===== config.mk =====
export PLATFORM = sky130hd
export DESIGN_NAME = fb_gate_ctrl
export DESIGN_NICKNAME = d
export VERILOG_FILES = /design/src/rtl/fb_pkg.sv /design/src/rtl/fb_input_sync.sv /design/src/rtl/fb_refresh_seq.sv /design/src/rtl/fb_leg_arbiter.sv /design/src/rtl/fb_turnon_delay.sv /design/src/rtl/fb_gate_ctrl.sv
export SDC_FILE = /design/constraint.sdc
export NUM_CORES = 1
export LEC_CHECK = 0
export BUFFER_PORTS_ARGS = -buffer_cell sky130_fd_sc_hd__buf_2
export CELL_PAD_IN_SITES_DETAIL_PLACEMENT = 2
export CELL_PAD_IN_SITES_GLOBAL_PLACEMENT = 2
export CORE_UTILIZATION = 39
export DETAILED_ROUTE_END_ITERATION = 10
export PLACE_DENSITY_LB_ADDON = 0.1
export SLEW_MARGIN = 0
export SYNTH_ARGS = -nofsm -noshare
export SYNTH_HDL_FRONTEND = slang
export SYNTH_SLANG_ARGS = --single-unit
export TNS_END_PERCENT = 30

===== constraint.sdc =====
create_clock -name clk -period 3.7 [get_ports clk]
set_input_delay 0.37 -clock clk [delete_from_list [all_inputs] [get_ports clk]]
set_output_delay 0.37 -clock clk [all_outputs]
set_load 0.02 [all_outputs]

===== src/rtl/fb_pkg.sv =====
// Package fb_pkg
// Types shared by the full-bridge gate sequencer.
// Assumes: one leg is a high-side and a low-side switch in series.
package fb_pkg;

    // Resolved per-leg request, before the turn-on timers
    typedef struct packed {
        logic hi;
        logic lo;
    } leg_req_t;

endpackage


===== src/rtl/fb_input_sync.sv =====
// Module fb_input_sync
// Two-flop synchronizer for a vector of independent single-bit inputs.
// Assumes: the bits are unrelated levels, so each bit may resolve a cycle
// apart from its neighbours. On reset both stages load RST_LVL.
module fb_input_sync #(
    parameter int   W       = 5,
    parameter logic RST_LVL = 1'b1
) (
    input  logic         clk,
    input  logic         rst_n,
    input  logic [W-1:0] d,
    output logic [W-1:0] q
);

    logic [W-1:0] meta;

    // Two-stage capture of the asynchronous inputs
    always_ff @(posedge clk) begin
        if (!rst_n) begin
            meta <= {W{RST_LVL}};
            q    <= {W{RST_LVL}};
        end else begin
            meta <= d;
            q    <= meta;
        end
    end

endmodule


===== src/rtl/fb_refresh_seq.sv =====
// Module fb_refresh_seq
// Watches the synchronized disable. On its falling edge the module opens a
// low-side refresh window of refresh_len cycles and a high-side block
// window that lasts max(refresh_len, upper_hold) cycles. Both windows
// include the cycle in which the release is first seen.
// Assumes: refresh_len and upper_hold are static while the bridge runs.
// A new disable cancels both windows at once.
module fb_refresh_seq #(
    parameter int CW = 8
) (
    input  logic          clk,
    input  logic          rst_n,
    input  logic          dis_s,
    input  logic [CW-1:0] refresh_len,
    input  logic [CW-1:0] upper_hold,
    output logic          refresh_on,
    output logic          upper_block
);

    logic          dis_d;
    logic [CW-1:0] rf_left;
    logic [CW-1:0] up_left;
    logic          release_now;

    // Detect the cycle in which the disable is first seen low
    always_comb begin
        release_now = dis_d & ~dis_s;
    end

    // Window outputs: live in the release cycle and while cycles remain
    always_comb begin
        refresh_on  = ~dis_s & ((release_now & (refresh_len != '0)) | (rf_left != '0));
        upper_block = ~dis_s & (refresh_on
                                | (release_now & (upper_hold != '0))
                                | (up_left != '0));
    end

    // Remaining-cycle counters for both windows
    always_ff @(posedge clk) begin
        if (!rst_n) begin
            dis_d   <= 1'b1;
            rf_left <= '0;
            up_left <= '0;
        end else begin
            dis_d <= dis_s;
            if (dis_s) begin
                rf_left <= '0;
                up_left <= '0;
            end else if (release_now) begin
                rf_left <= (refresh_len == '0) ? '0 : refresh_len - 1'b1;
                up_left <= (upper_hold  == '0) ? '0 : upper_hold  - 1'b1;
            end else begin
                if (rf_left != '0) rf_left <= rf_left - 1'b1;
                if (up_left != '0) up_left <= up_left - 1'b1;
            end
        end
    end

endmodule


===== src/rtl/fb_leg_arbiter.sv =====
// Module fb_leg_arbiter
// Combinational resolver for one leg. Disable clears both requests. The
// low-side command or a refresh window requests the low side. The high
// side is requested only when the low side is not commanded and no
// post-release block is active.
// Assumes: inputs are already synchronized. refresh_on implies upper_block.
module fb_leg_arbiter
    import fb_pkg::*;
(
    input  logic     dis_s,
    input  logic     hi_cmd,
    input  logic     lo_cmd,
    input  logic     refresh_on,
    input  logic     upper_block,
    output leg_req_t req
);

    // Fixed priority: disable, then low side, then high side
    always_comb begin
        req.lo = ~dis_s & (lo_cmd | refresh_on);
        req.hi = ~dis_s & hi_cmd & ~lo_cmd & ~refresh_on & ~upper_block;
    end

endmodule


===== src/rtl/fb_turnon_delay.sv =====
// Module fb_turnon_delay
// Turn-on delay for one gate enable. The age counter counts the cycles for
// which the request has been present. The gate rises once the age reaches
// dly and drops in the first cycle the request is absent. Dropping the
// request clears the age, so each new request waits the full delay.
// Assumes: dly is static while the request is present.
module fb_turnon_delay #(
    parameter int CW = 8
) (
    input  logic          clk,
    input  logic          rst_n,
    input  logic          req,
    input  logic [CW-1:0] dly,
    output logic          gate
);

    logic [CW-1:0] age;

    // Age the request and open the gate once the delay has elapsed
    always_ff @(posedge clk) begin
        if (!rst_n) begin
            age  <= '0;
            gate <= 1'b0;
        end else begin
            gate <= req && (age >= dly);
            if (!req) begin
                age <= '0;
            end else if (age != '1) begin
                age <= age + 1'b1;
            end
        end
    end

endmodule


===== src/rtl/fb_gate_ctrl.sv =====
// Module fb_gate_ctrl
// Gate sequencer for a bridge with LEGS half-bridge legs. It synchronizes
// the commands and the disable, settles the requests per leg, runs the
// refresh and block windows after a disable release, and times each
// enable's turn-on separately.
// Assumes: the timing inputs change only while the bridge is disabled.
// The synchronizer resets high, so the block starts out disabled.
module fb_gate_ctrl
    import fb_pkg::*;
#(
    parameter int LEGS = 2,
    parameter int CW   = 8
) (
    input  logic            clk,
    input  logic            rst_n,
    input  logic            dis_in,
    input  logic [LEGS-1:0] hi_cmd,
    input  logic [LEGS-1:0] lo_cmd,
    input  logic [CW-1:0]   hi_dly,
    input  logic [CW-1:0]   lo_dly,
    input  logic [CW-1:0]   refresh_len,
    input  logic [CW-1:0]   upper_hold,
    output logic [LEGS-1:0] hi_gate,
    output logic [LEGS-1:0] lo_gate
);

    localparam int SW = 2 * LEGS + 1;

    logic [SW-1:0]   sync_q;
    logic            dis_s;
    logic [LEGS-1:0] hi_s;
    logic [LEGS-1:0] lo_s;
    logic            refresh_on;
    logic            upper_block;
    logic [LEGS-1:0] hi_req;
    logic [LEGS-1:0] lo_req;
    leg_req_t        leg_req [LEGS];

    fb_input_sync #(
        .W      (SW),
        .RST_LVL(1'b1)
    ) u_sync (
        .clk  (clk),
        .rst_n(rst_n),
        .d    ({dis_in, hi_cmd, lo_cmd}),
        .q    (sync_q)
    );

    // Split the synchronized vector into its fields
    always_comb begin
        dis_s = sync_q[SW-1];
        hi_s  = sync_q[2*LEGS-1:LEGS];
        lo_s  = sync_q[LEGS-1:0];
    end

    fb_refresh_seq #(
        .CW(CW)
    ) u_refresh (
        .clk        (clk),
        .rst_n      (rst_n),
        .dis_s      (dis_s),
        .refresh_len(refresh_len),
        .upper_hold (upper_hold),
        .refresh_on (refresh_on),
        .upper_block(upper_block)
    );

    for (genvar g = 0; g < LEGS; g++) begin : g_leg
        fb_leg_arbiter u_arb (
            .dis_s      (dis_s),
            .hi_cmd     (hi_s[g]),
            .lo_cmd     (lo_s[g]),
            .refresh_on (refresh_on),
            .upper_block(upper_block),
            .req        (leg_req[g])
        );

        // Flatten the leg's request for the timers and the checker
        always_comb begin
            hi_req[g] = leg_req[g].hi;
            lo_req[g] = leg_req[g].lo;
        end

        fb_turnon_delay #(
            .CW(CW)
        ) u_hi_dly (
            .clk  (clk),
            .rst_n(rst_n),
            .req  (hi_req[g]),
            .dly  (hi_dly),
            .gate (hi_gate[g])
        );

        fb_turnon_delay #(
            .CW(CW)
        ) u_lo_dly (
            .clk  (clk),
            .rst_n(rst_n),
            .req  (lo_req[g]),
            .dly  (lo_dly),
            .gate (lo_gate[g])
        );
    end

endmodule


==> results of run 1 <==
## critical path, stage by stage, from the launching register on
cell     delay [ns]
dfxtp_1        0.34
inv_1          0.13
ha_1           0.17
nor3b_1        0.28
nand2_1        0.22
o31ai_2        0.72
nor2_1         0.15
## path summary, 6_finish.rpt
path / end / slack, ns / cells after the start / startpoint
max reg2reg: g_leg[1].u_lo_dly.age[7]$_SDFFE_PN0P_ / 1.54 / 6 / u_refresh.rf_left[0]$_SDFFE_PP0P_
min: u_sync.meta[3]$_SDFF_PN1_ / 0.20 / 2 / hi_cmd[1]
max: g_leg[1].u_lo_dly.age[7]$_SDFFE_PN0P_ / 1.54 / 6 / u_refresh.rf_left[0]$_SDFFE_PP0P_
min reg2reg: u_sync.q[2]$_SDFF_PN1_ / 0.42 / 1 / u_sync.meta[2]$_SDFF_PN1_
## sequential cells by signal, summed over array words and instances (netlist names)
register / cells
g_leg.u_hi_dly.age: 16
g_leg.u_lo_dly.age: 16
u_refresh.rf_left: 8
u_refresh.up_left: 8
u_sync.meta: 5
u_sync.q: 5
g_leg.u_hi_dly.gate: 2
g_leg.u_lo_dly.gate: 2
u_refresh.dis_d: 1
## cells by family after synthesis
family | share of synthesized area [%]
multiplexers | 2.786
AO/OA/AOI/OAI | 14.78
XOR/XNOR | 5.096
adder cells (fa/ha/maj) | 13.93
buffers and inverters | 5.096
AND/OR/NAND/NOR | 26.40
flip-flops | 31.91
## layer usage
metal	global-route usage, %	vias to the layer above	part of all wire [%]
met3	3.864	9	2.0
met1	28.95	1681	48
met5	0	-	0
met4	5.604	0	1.0
met2	39.38	34	49
li1	-	1729	-
## cell type report
| cell class | count | area, µm² |
|---|---|---|
| fill | 1155 | 5326 |
| multi-input combinational | 345 | 2490 |
| sequential | 63 | 1261 |
| timing repair buffer | 45 | 232.7 |
| tap | 133 | 166.4 |
| clock buffer | 11 | 151.4 |
| inverter | 36 | 135.1 |
| clock inverter | 5 | 56.30 |
## where the power goes
part	leakage (nW)	switching [mW]	internal (mW)
sequential	0.510	0.00495	0.686
combinational	1.27	0.0817	0.0601
clock	0.105	0.294	0.347
## layout by cell type (no fill, tap or decap), drive strengths merged, types with 7 or more instances in the layout
master,Yosys,routed
clkbuf,4,11
a31oi,7,7
nor2,47,47
o21ai,17,17
a21oi,19,19
xnor2,11,11
nor4,8,8
nand2b,15,15
nor3,27,27
nand2,21,21
dfxtp,63,63
and3,9,9
inv,36,36
xor2,12,12
buf,7,45
nor3b,11,11
mux2i,11,11
ha,44,44
nand3,20,20
nand4,8,8
==> results.ini, run 1 <==
[setup_path]
end_kind = flip-flop
timing.critical_path.fanout_max = 9
required_ns = 3.90
startpoint_type = flip-flop
crit_arrival_ns = 2.35
path_class = reg2reg

[sta]
setup_slack_ns = 1.544
period_needed_ns = 2.156
clock_skew_ns = 0.01597
rsz0062_at_grt = no
worstMarginPinSlew_ns = 0.7759
setup_viol = 0
fmax_mhz = 463.9
setup_tns_ns = 0
drv_slew = 0
slew_headroom_pct = 47.96
hold_ws_ns = 0.1966
fin_crit_sh_pct = 58.27
hold_viol_final = 0

[clock_network]
clkSinkCount = 63
root_buffer = clkbuf_8
postCtsSetupRepairBufs = 0
cts_buffer_depth = 2
cts_resized = 0
cts-hold-fix-buffers = 0
cts_max_level = 3
cts_tree = built
clkLatencyLatePin_ns = 0.36
cts_made_buffers = 9
cts.clk_slew.worst_paths_ns = 0.08

[detailed_routing]
via_per_inst = 5.412
firstDrtPassIters = 6
drt_iter0_drc = 75
drt-total-wl_um = 10960
antenna_left = 0
vias = 3453
drt-wirelength-per-cell_um = 17.18
drc_errors = 0

[placement]
place.gp.congestion = 0.7838
dpl_cell_area_um2 = 4285
hpwlAfterDp_um = 8462
io_buffers = 42
dp.cells = 622
place_ws_ns = 1.349

[grt]
antenna_found_initial = 0
grt_usage_pct = 22.63
grt_pass1_vias = 3765
grt_first_pass_wirelength_um = 18450
grt-ovfl-total = 0
grt_max_degree = 16

[yosys]
synth.most_common_cell = dfxtp_1
async_flop_share_pct = 0
post-synth-top-area-fraction_pct = 31.91
syn_inst = 455
netlist-cell-type-count = 52
yosysTopAreaCell = dfxtp_1
synth_area_leaders = dfxtp_1, ha_1, nor2_1, inv_1, mux2i_1
ys.flop_type = dfxtp_1
synth_area_um2 = 3953
ys_seq_elements = 63
syn_area_per_cell_um2 = 8.687
syn-num-nets = 538
seq_area_frac_synth_pct = 31.91
ys_top_cells_by_count = dfxtp_1, nor2_1, ha_1
synth_edf_count = 0
yosys_warnings = 0

[floorplan]
die_x_um = 102.7
initial_core_util_pct = 40.25
pin_count = 43
die_h_um = 102.7
core.rowCount = 36
core-area_um2 = 9819
dieArea_um2 = 10540

[layout]
drive_gt1_share_pct = 16.04
area_delta_synth_final_pct = 13.68
final_cells = 638
fin_util_pct = 45.76
nets = 583
diodes = 0
fin_area_um2 = 4493

[power_and_ir_drop]
finalPower_mw = 1.473
p_leak_nw = 1.883
vdd_drop_max_v = 0.0002044
power_density_nw_per_um2 = 327.8

[run_status]
status = finished clean

[job]
max_cap_violations = 0

[min_path]
hold_path_class = in2reg

No activity file was read; power rests on OpenSTA's default activity.
==> run 2: changes to the inputs <==
--- a/config.mk
+++ b/config.mk
@@ -8,7 +8,7 @@
 export BUFFER_PORTS_ARGS = -buffer_cell sky130_fd_sc_hd__buf_2
 export CELL_PAD_IN_SITES_DETAIL_PLACEMENT = 2
 export CELL_PAD_IN_SITES_GLOBAL_PLACEMENT = 2
-export CORE_UTILIZATION = 39
+export CORE_UTILIZATION = 33
 export DETAILED_ROUTE_END_ITERATION = 10
 export PLACE_DENSITY_LB_ADDON = 0.1
 export SLEW_MARGIN = 0
==> constraint.sdc (replaced) <==
create_clock -name clk -period 1.9 [get_ports clk]
set_input_delay 0.19 -clock clk [delete_from_list [all_inputs] [get_ports clk]]
set_output_delay 0.19 -clock clk [all_outputs]
set_load 0.02 [all_outputs]
==> run 2 against run 1 <==
Compared with the run above: the run now ends with DRC left; first-iteration DRC count increased by 13%; clock-buffer cell count decreased by 1; routed wire length down 2.0%; core utilization shrank 4.5 points.
==> results.ini, run 2 (synthesis results as in run 1) <==
[layout]
final.fill_count = 1285  ; +11%
drive_gt1_share_pct = 19.69  ; +3.7 points
reg_top3 = g_leg.u_hi_dly.age: 16 flops, g_leg.u_lo_dly.age: 16 flops
mostFrequentLayoutCells = dfxtp_1, nor2_1, ha_1
fin_util_pct = 41.27  ; -4.5 points
ff_latch_area_um2 = 1261  ; unchanged
layout_commonest_cell = dfxtp_1
multiInputGateArea_um2 = 2516  ; +1.1%
nets = 601  ; +3.1%
diodes = 0  ; unchanged
area_delta_synth_final_pct = 20.77

[setup_path]
crit_chain = inv_1 > ha_1 > nor4b_2 > and3_1 > nand2_4 > nor4_1
crit_slowest_cell = and3_1
path_class = reg2reg
ff2ff_path_depth = 6  ; unchanged
r2r_slack_ns = 0.15  ; -1.39 ns
critPathTopFamily = simple AND/OR/NAND/NOR gates
rr_startpoint = u_refresh.up_left[1]$_SDFFE_PP0P_
timing.critical_path.fanout_max = 12  ; +3
r2r-end = g_leg[1].u_hi_dly.age[6]$_SDFFE_PN0P_
end_kind = flip-flop
crit_arrival_ns = 1.99  ; -0.36 ns
slowest_delay_ns = 0.34  ; -0.38 ns
required_ns = 2.14  ; -1.76 ns
cp_num_buf_inv = 1  ; unchanged
startpoint_type = flip-flop

[clock_network]
cts_buffer_depth = 2  ; unchanged
cts_max_level = 3  ; unchanged
cts_made_buffers = 9  ; unchanged
cts_tree = built
clkSinkCount = 63  ; unchanged
clkLatencyLatePin_ns = 0.34  ; -0.02 ns
postCtsSetupRepairBufs = 0  ; unchanged
cts.clk_slew.worst_paths_ns = 0.06  ; -0.02 ns
root_buffer = clkbuf_16
cts-hold-fix-buffers = 0  ; unchanged

[detailed_routing]
dr_wl_met2_um = 5138  ; -4.8%
vias = 3481  ; +0.81%
met3_length_um = 219  ; -1.4%
via_per_inst = 5.227  ; -3.4%
maxUsedRoutingLayer = met4
wl_met1_um = 5237  ; +0.19%
antenna_left = 0  ; unchanged
drt_iter0_drc = 85  ; +13%
drt-wirelength-per-cell_um = 16.12  ; -6.2%
drt-total-wl_um = 10740  ; -2.0%
firstDrtPassIters = 9  ; +3
drc_errors = 3  ; +3

[sta]
rsz0062_at_grt = no
setup_slack_ns = 0.1533  ; -1.391 ns
fin_crit_sh_pct = 91.93  ; +34 points
slew_headroom_pct = 67.39  ; +19 points
setup_viol = 0  ; unchanged
setup_tns_ns = 0  ; unchanged
drv_slew = 0  ; unchanged
hold_viol_final = 0  ; unchanged
period_needed_ns = 1.747  ; -0.4091 ns
fmax_mhz = 572.5  ; +23%
worstMarginPinSlew_ns = 0.4892  ; -0.2867 ns
clock_skew_ns = 0.009557  ; -0.006416 ns

[min_path]
min_from = hi_cmd[1]
min_path_cells = 2  ; unchanged
hold_path_class = in2reg
worstHoldEndpoint = u_sync.meta[3]$_SDFF_PN1_

[floorplan]
core.rowCount = 39  ; +8.3%
die_h_um = 111.4  ; +8.5%
initial_core_util_pct = 34.18  ; -6.1 points
core-area_um2 = 11560  ; +18%
die_x_um = 111.4  ; +8.5%
pin_count = 43  ; unchanged
dieArea_um2 = 12420  ; +18%

[power_and_ir_drop]
p_clk_share_pct = 51.5  ; +8.0 points
combPwrFrac_pct = 8.8  ; -0.8 points
internal_power_mw = 2.612  ; +140%
p_leak_nw = 2.022  ; +7.4%
p_switching_uw = 776.9  ; +100%
share_seq_of_total_power_pct = 39.8  ; -7.1 points
swShare_pct = 22.92  ; -2.9 points
power_density_nw_per_um2 = 710.1  ; +120%
vdd_drop_max_v = 0.0002813  ; +38%
finalPower_mw = 3.389  ; +130%

[grt]
grt-ovfl-total = 0  ; unchanged
grt_max_degree = 15  ; -1
grt_pass1_vias = 3796  ; +0.82%
antenna_found_initial = 0  ; unchanged
grt_usage_pct = 18.78  ; -3.8 points
grt_first_pass_wirelength_um = 18550  ; +0.53%

[placement]
place_ws_ns = -0.07020  ; -1.420 ns
hpwlAfterDp_um = 8588  ; +1.5%
place.gp.congestion = 0.7399  ; -5.6%
io_buffers = 42  ; unchanged

[run_status]
violations = DRC
status = finished with violations

[job]
max_cap_violations = 0  ; unchanged

==> run 2: worst register-to-register path, cell delays in order (launching register included) <==
cell and delay, ns:
dfxtp_1 0.33, inv_1 0.08, ha_1 0.14, nor4b_2 0.27, and3_1 0.34, nand2_4 0.18
nor4_1 0.31
==> run 2: per-layer routing <==
metal,vias up,global-route usage (%)
li1,1771,-
met4,0,5.676
met5,-,0
met1,1664,23.19
met2,34,33.13
met3,12,3.430
==> run 2: power by group through the flow <==
stage	combinational, mW	clock [mW]	sequential (mW)
final	0.297	1.74	1.35
after global routing	0.339	1.83	1.35
after CTS	0.303	1.79	1.35
after detailed placement	0.299	0	1.38
after global placement	0.284	0	1.37
after floorplan	0.169	0	1.37
==> run 2: final cells by class <==
cell class | instances | share of cell area (%)
tap | 143 | 3.748
multi-input combinational | 345 | 52.71
clock inverter | 6 | 1.782
timing repair buffer | 63 | 7.706
sequential | 63 | 26.42
inverter | 36 | 2.831
clock buffer | 10 | 4.797
==> run 2: worst max path at each step <==
stage,slack [ns],end,depth (start not counted),start
2_1_floorplan,0.17,g_leg[0].u_hi_dly.age[6]$_SDFFE_PN0P_,7,u_refresh.rf_left[0]$_SDFFE_PP0P_
3_3_place_gp,-0.009,g_leg[1].u_hi_dly.age[6]$_SDFFE_PN0P_,7,refresh_len[0]
3_5_place_dp,-0.07,g_leg[1].u_hi_dly.age[6]$_SDFFE_PN0P_,7,refresh_len[0]
4_1_cts,0.008,g_leg[0].u_hi_dly.age[7]$_SDFFE_PN0P_,7,u_refresh.rf_left[0]$_SDFFE_PP0P_
5_1_grt,0.03,g_leg[1].u_hi_dly.age[6]$_SDFFE_PN0P_,6,u_refresh.up_left[1]$_SDFFE_PP0P_
6_report,0.15,g_leg[1].u_hi_dly.age[6]$_SDFFE_PN0P_,6,u_refresh.up_left[1]$_SDFFE_PP0P_
==> run 2: per-stage QoR <==
| step | instance area, µm² | hold slack [ns] | std cells |
|---|---|---|---|
| after floorplan | 3953 | 0.2915 | 455 |
| after global placement | 4433 | 0.3771 | 650 |
| after detailed placement | 4433 | 0.3781 | 650 |
| after CTS | 4752 | 0.03026 | 666 |
| after global routing | 4773 | 0.04443 | 666 |
| final | 4773 | 0.03764 | 666 |
==> run 2: what timing repair did <==
| action | CTS | global route |
|---|---|---|
| setup endpoints to repair | 1 | 37 |
| resized for setup | 1 | 4 |
| pin swaps | 0 | 0 |
| endpoints found under the hold margin | 0 | 0 |
| gates cloned | 0 | 0 |
==> run 3: changes to the inputs <==
--- a/config.mk
+++ b/config.mk
@@ -6,9 +6,10 @@
 export NUM_CORES = 1
 export LEC_CHECK = 0
 export BUFFER_PORTS_ARGS = -buffer_cell sky130_fd_sc_hd__buf_2
-export CELL_PAD_IN_SITES_DETAIL_PLACEMENT = 2
-export CELL_PAD_IN_SITES_GLOBAL_PLACEMENT = 2
-export CORE_UTILIZATION = 33
+export CELL_PAD_IN_SITES_DETAIL_PLACEMENT = 1
+export CELL_PAD_IN_SITES_GLOBAL_PLACEMENT = 1
+export CORE_ASPECT_RATIO = 1.75
+export CORE_UTILIZATION = 41
 export DETAILED_ROUTE_END_ITERATION = 10
 export PLACE_DENSITY_LB_ADDON = 0.1
 export SLEW_MARGIN = 0
==> run 3 against run 2 <==
Compared with the run above: worst setup slack better by 0.039 ns; the run now ends clean; largest power group unchanged; sequential share of layout area rose by 0.13 points; combinational power about the same; largest cell class unchanged; hold slack better by 0.011 ns; sequential power is essentially flat; routed wire length shrank 6.7%; via count is 1.2% higher; die area decreased by 19%; critical path depth is 2 higher; fmax increased by 2.3%; first-iteration DRC count shrank 12%.
==> results.ini, run 3 (synthesis results as in run 1) <==
[layout]
reg_top3 = g_leg.u_hi_dly.age: 16 flops, g_leg.u_lo_dly.age: 16 flops
nets = 603  ; +0.33%
diodes = 0  ; unchanged
area_delta_synth_final_pct = 20.20
fin_util_pct = 50.49  ; +9.2 points
mostFrequentLayoutCells = dfxtp_1, nor2_1, ha_1
drive_gt1_share_pct = 20.23  ; +0.53 points
fin_area_um2 = 4751  ; -0.47%
layout_commonest_cell = dfxtp_1

[setup_path]
rr_startpoint = u_refresh.up_left[0]$_SDFFE_PP0P_
r2r_slack_ns = 0.19  ; +0.04 ns
startpoint_type = flip-flop
ff2ff_path_depth = 8  ; +2
required_ns = 2.15  ; about the same
crit_slowest_cell = dfxtp_1
cp_common_cell = buf_4
slowest_delay_ns = 0.34  ; about the same
crit_chain = inv_1 > ha_1 > nor4b_2 > buf_4 > and3_1 > buf_4 > nand4bb_4 > nor3_1
startpoint = u_refresh.up_left[0]$_SDFFE_PP0P_
r2r-end = g_leg[0].u_hi_dly.age[1]$_SDFFE_PN0P_
critPathTopFamily = simple AND/OR/NAND/NOR gates
timing.critical_path.fanout_max = 6  ; -6
end_kind = flip-flop
endpoint = g_leg[0].u_hi_dly.age[1]$_SDFFE_PN0P_
cp.depth = 8  ; +2
cp_num_buf_inv = 3  ; +2
path_class = reg2reg
crit_arrival_ns = 1.95  ; -0.04 ns

[sta]
hold_viol_final = 0  ; unchanged
rsz0062_at_grt = no
slew_headroom_pct = 64.45  ; -2.9 points
period_needed_ns = 1.708  ; -0.03913 ns
drv_slew = 0  ; unchanged
fin_crit_sh_pct = 89.87  ; -2.1 points
clock_skew_ns = 0.007342  ; -0.002215 ns
setup_viol = 0  ; unchanged
setup_tns_ns = 0  ; unchanged
worstMarginPinSlew_ns = 0.5332  ; +0.04401 ns
fmax_mhz = 585.6  ; +2.3%

[floorplan]
die_x_um = 76.22  ; -32%
die_h_um = 131.9  ; +18%
dieArea_um2 = 10050  ; -19%
core.rowCount = 47  ; +21%
initial_core_util_pct = 42.01  ; +7.8 points
pin_count = 43  ; unchanged
core-area_um2 = 9409  ; -19%

[power_and_ir_drop]
share_seq_of_total_power_pct = 41.0  ; +1.2 points
p_clk_share_pct = 50.1  ; -1.4 points
p_leak_nw = 2.023  ; about the same
p_switching_uw = 772.6  ; -0.56%
power_density_nw_per_um2 = 691.7  ; -2.6%
swShare_pct = 23.51  ; +0.59 points
internal_power_mw = 2.514  ; -3.8%
finalPower_mw = 3.286  ; -3.0%
vdd_drop_max_v = 0.0004827  ; +72%
combPwrFrac_pct = 9.0  ; +0.2 points

[detailed_routing]
firstDrtPassIters = 4  ; -5
vias = 3524  ; +1.2%
drc_errors = 0  ; -3
via_per_inst = 5.455  ; +4.4%
drt-wirelength-per-cell_um = 15.50  ; -3.8%
drt_iter0_drc = 75  ; -12%
drt-total-wl_um = 10010  ; -6.7%
antenna_left = 0  ; unchanged

[grt]
grt_first_pass_wirelength_um = 17150  ; -7.5%
grt_usage_pct = 21.42  ; +2.6 points
grt_pass1_vias = 3782  ; -0.37%
antenna_found_initial = 0  ; unchanged
grt_max_degree = 15  ; unchanged
grt-ovfl-total = 0  ; unchanged

[clock_network]
cts_buffer_depth = 2  ; unchanged
clkSinkCount = 63  ; unchanged
cts.clk_slew.worst_paths_ns = 0.05  ; about the same
postCtsSetupRepairBufs = 0  ; unchanged
cts_max_level = 3  ; unchanged
cts_made_buffers = 9  ; unchanged
cts_tree = built
root_buffer = clkbuf_16
clkLatencyLatePin_ns = 0.33  ; about the same

[placement]
dpl_cell_area_um2 = 4422  ; -0.25%
place.gp.congestion = 0.7683  ; +3.8%
io_buffers = 42  ; unchanged
hpwlAfterDp_um = 8125  ; -5.4%

[job]
max_cap_violations = 0  ; unchanged

[min_path]
hold_path_class = in2reg
min_path_cells = 2  ; unchanged

[run_status]
status = finished clean

[run 3: cell types whose count changed in the layout (fill, tap and decap cells not counted)]
cell,change
nor3_2,+1
clkbuf_8,+1
clkinv_2,-1
clkbuf_1,-1
nor3_1,-1
bufinv_16,-1
buf_4,+2
clkinv_4,+1
[run 3: metrics by stage]
stage / cells / hold slack, ns / setup slack [ns]
floorplan: 455 / 0.2915 / 0.1661
global placement: 631 / 0.3790 / 0.01376
global route: 646 / 0.04551 / 0.03069
CTS: 646 / 0.03770 / 0.01335
detailed placement: 631 / 0.3819 / -0.01631
finish: 646 / 0.04893 / 0.1925
[run 3: worst min path at each step]
stage	from	to	slack, ns
2_1_floorplan	lo_cmd[0]	u_sync.meta[0]$_SDFF_PN1_	0.29
3_3_place_gp	lo_cmd[0]	u_sync.meta[0]$_SDFF_PN1_	0.38
3_5_place_dp	lo_cmd[1]	u_sync.meta[1]$_SDFF_PN1_	0.38
4_1_cts	lo_cmd[1]	u_sync.meta[1]$_SDFF_PN1_	0.04
5_1_grt	lo_cmd[1]	u_sync.meta[1]$_SDFF_PN1_	0.05
6_report	hi_cmd[1]	u_sync.meta[3]$_SDFF_PN1_	0.05
[run 3: repair_timing]
action | 4_1_cts | 5_1_grt
resized for setup | 1 | 5
pin swaps | 0 | 0
setup endpoints to repair | 2 | 10
hold buffers | 0 | 0
[run 3: routing by layer]
| metal | GRT usage [%] | up-vias | part of all wire, % |
|---|---|---|---|
| met5 | 0 | - | 0 |
| met2 | 44.69 | 40 | 60 |
| met1 | 19.95 | 1707 | 37 |
| met4 | 7.051 | 0 | 1.1 |
| met3 | 3.875 | 8 | 1.9 |
| li1 | - | 1769 | - |
[run 3: power by group through the flow]
| stage | clock network (mW) | registers (mW) | logic [mW] |
|---|---|---|---|
| after floorplan | 0 | 1.37 | 0.169 |
| after global placement | 0 | 1.37 | 0.284 |
| after detailed placement | 0 | 1.37 | 0.294 |
| after CTS | 1.70 | 1.35 | 0.298 |
| after global routing | 1.75 | 1.35 | 0.331 |
| final | 1.65 | 1.35 | 0.294 |
[run 3: final cells by class]
type / count / area [µm²]
clock inverters: 5 / 58.81
clock buffers: 10 / 239.0
fillers: 1151 / 4658
multi-input cells: 345 / 2521
inverters: 36 / 135.1
flip-flops and latches: 63 / 1261
repair buffers: 65 / 382.9
well taps: 122 / 152.6
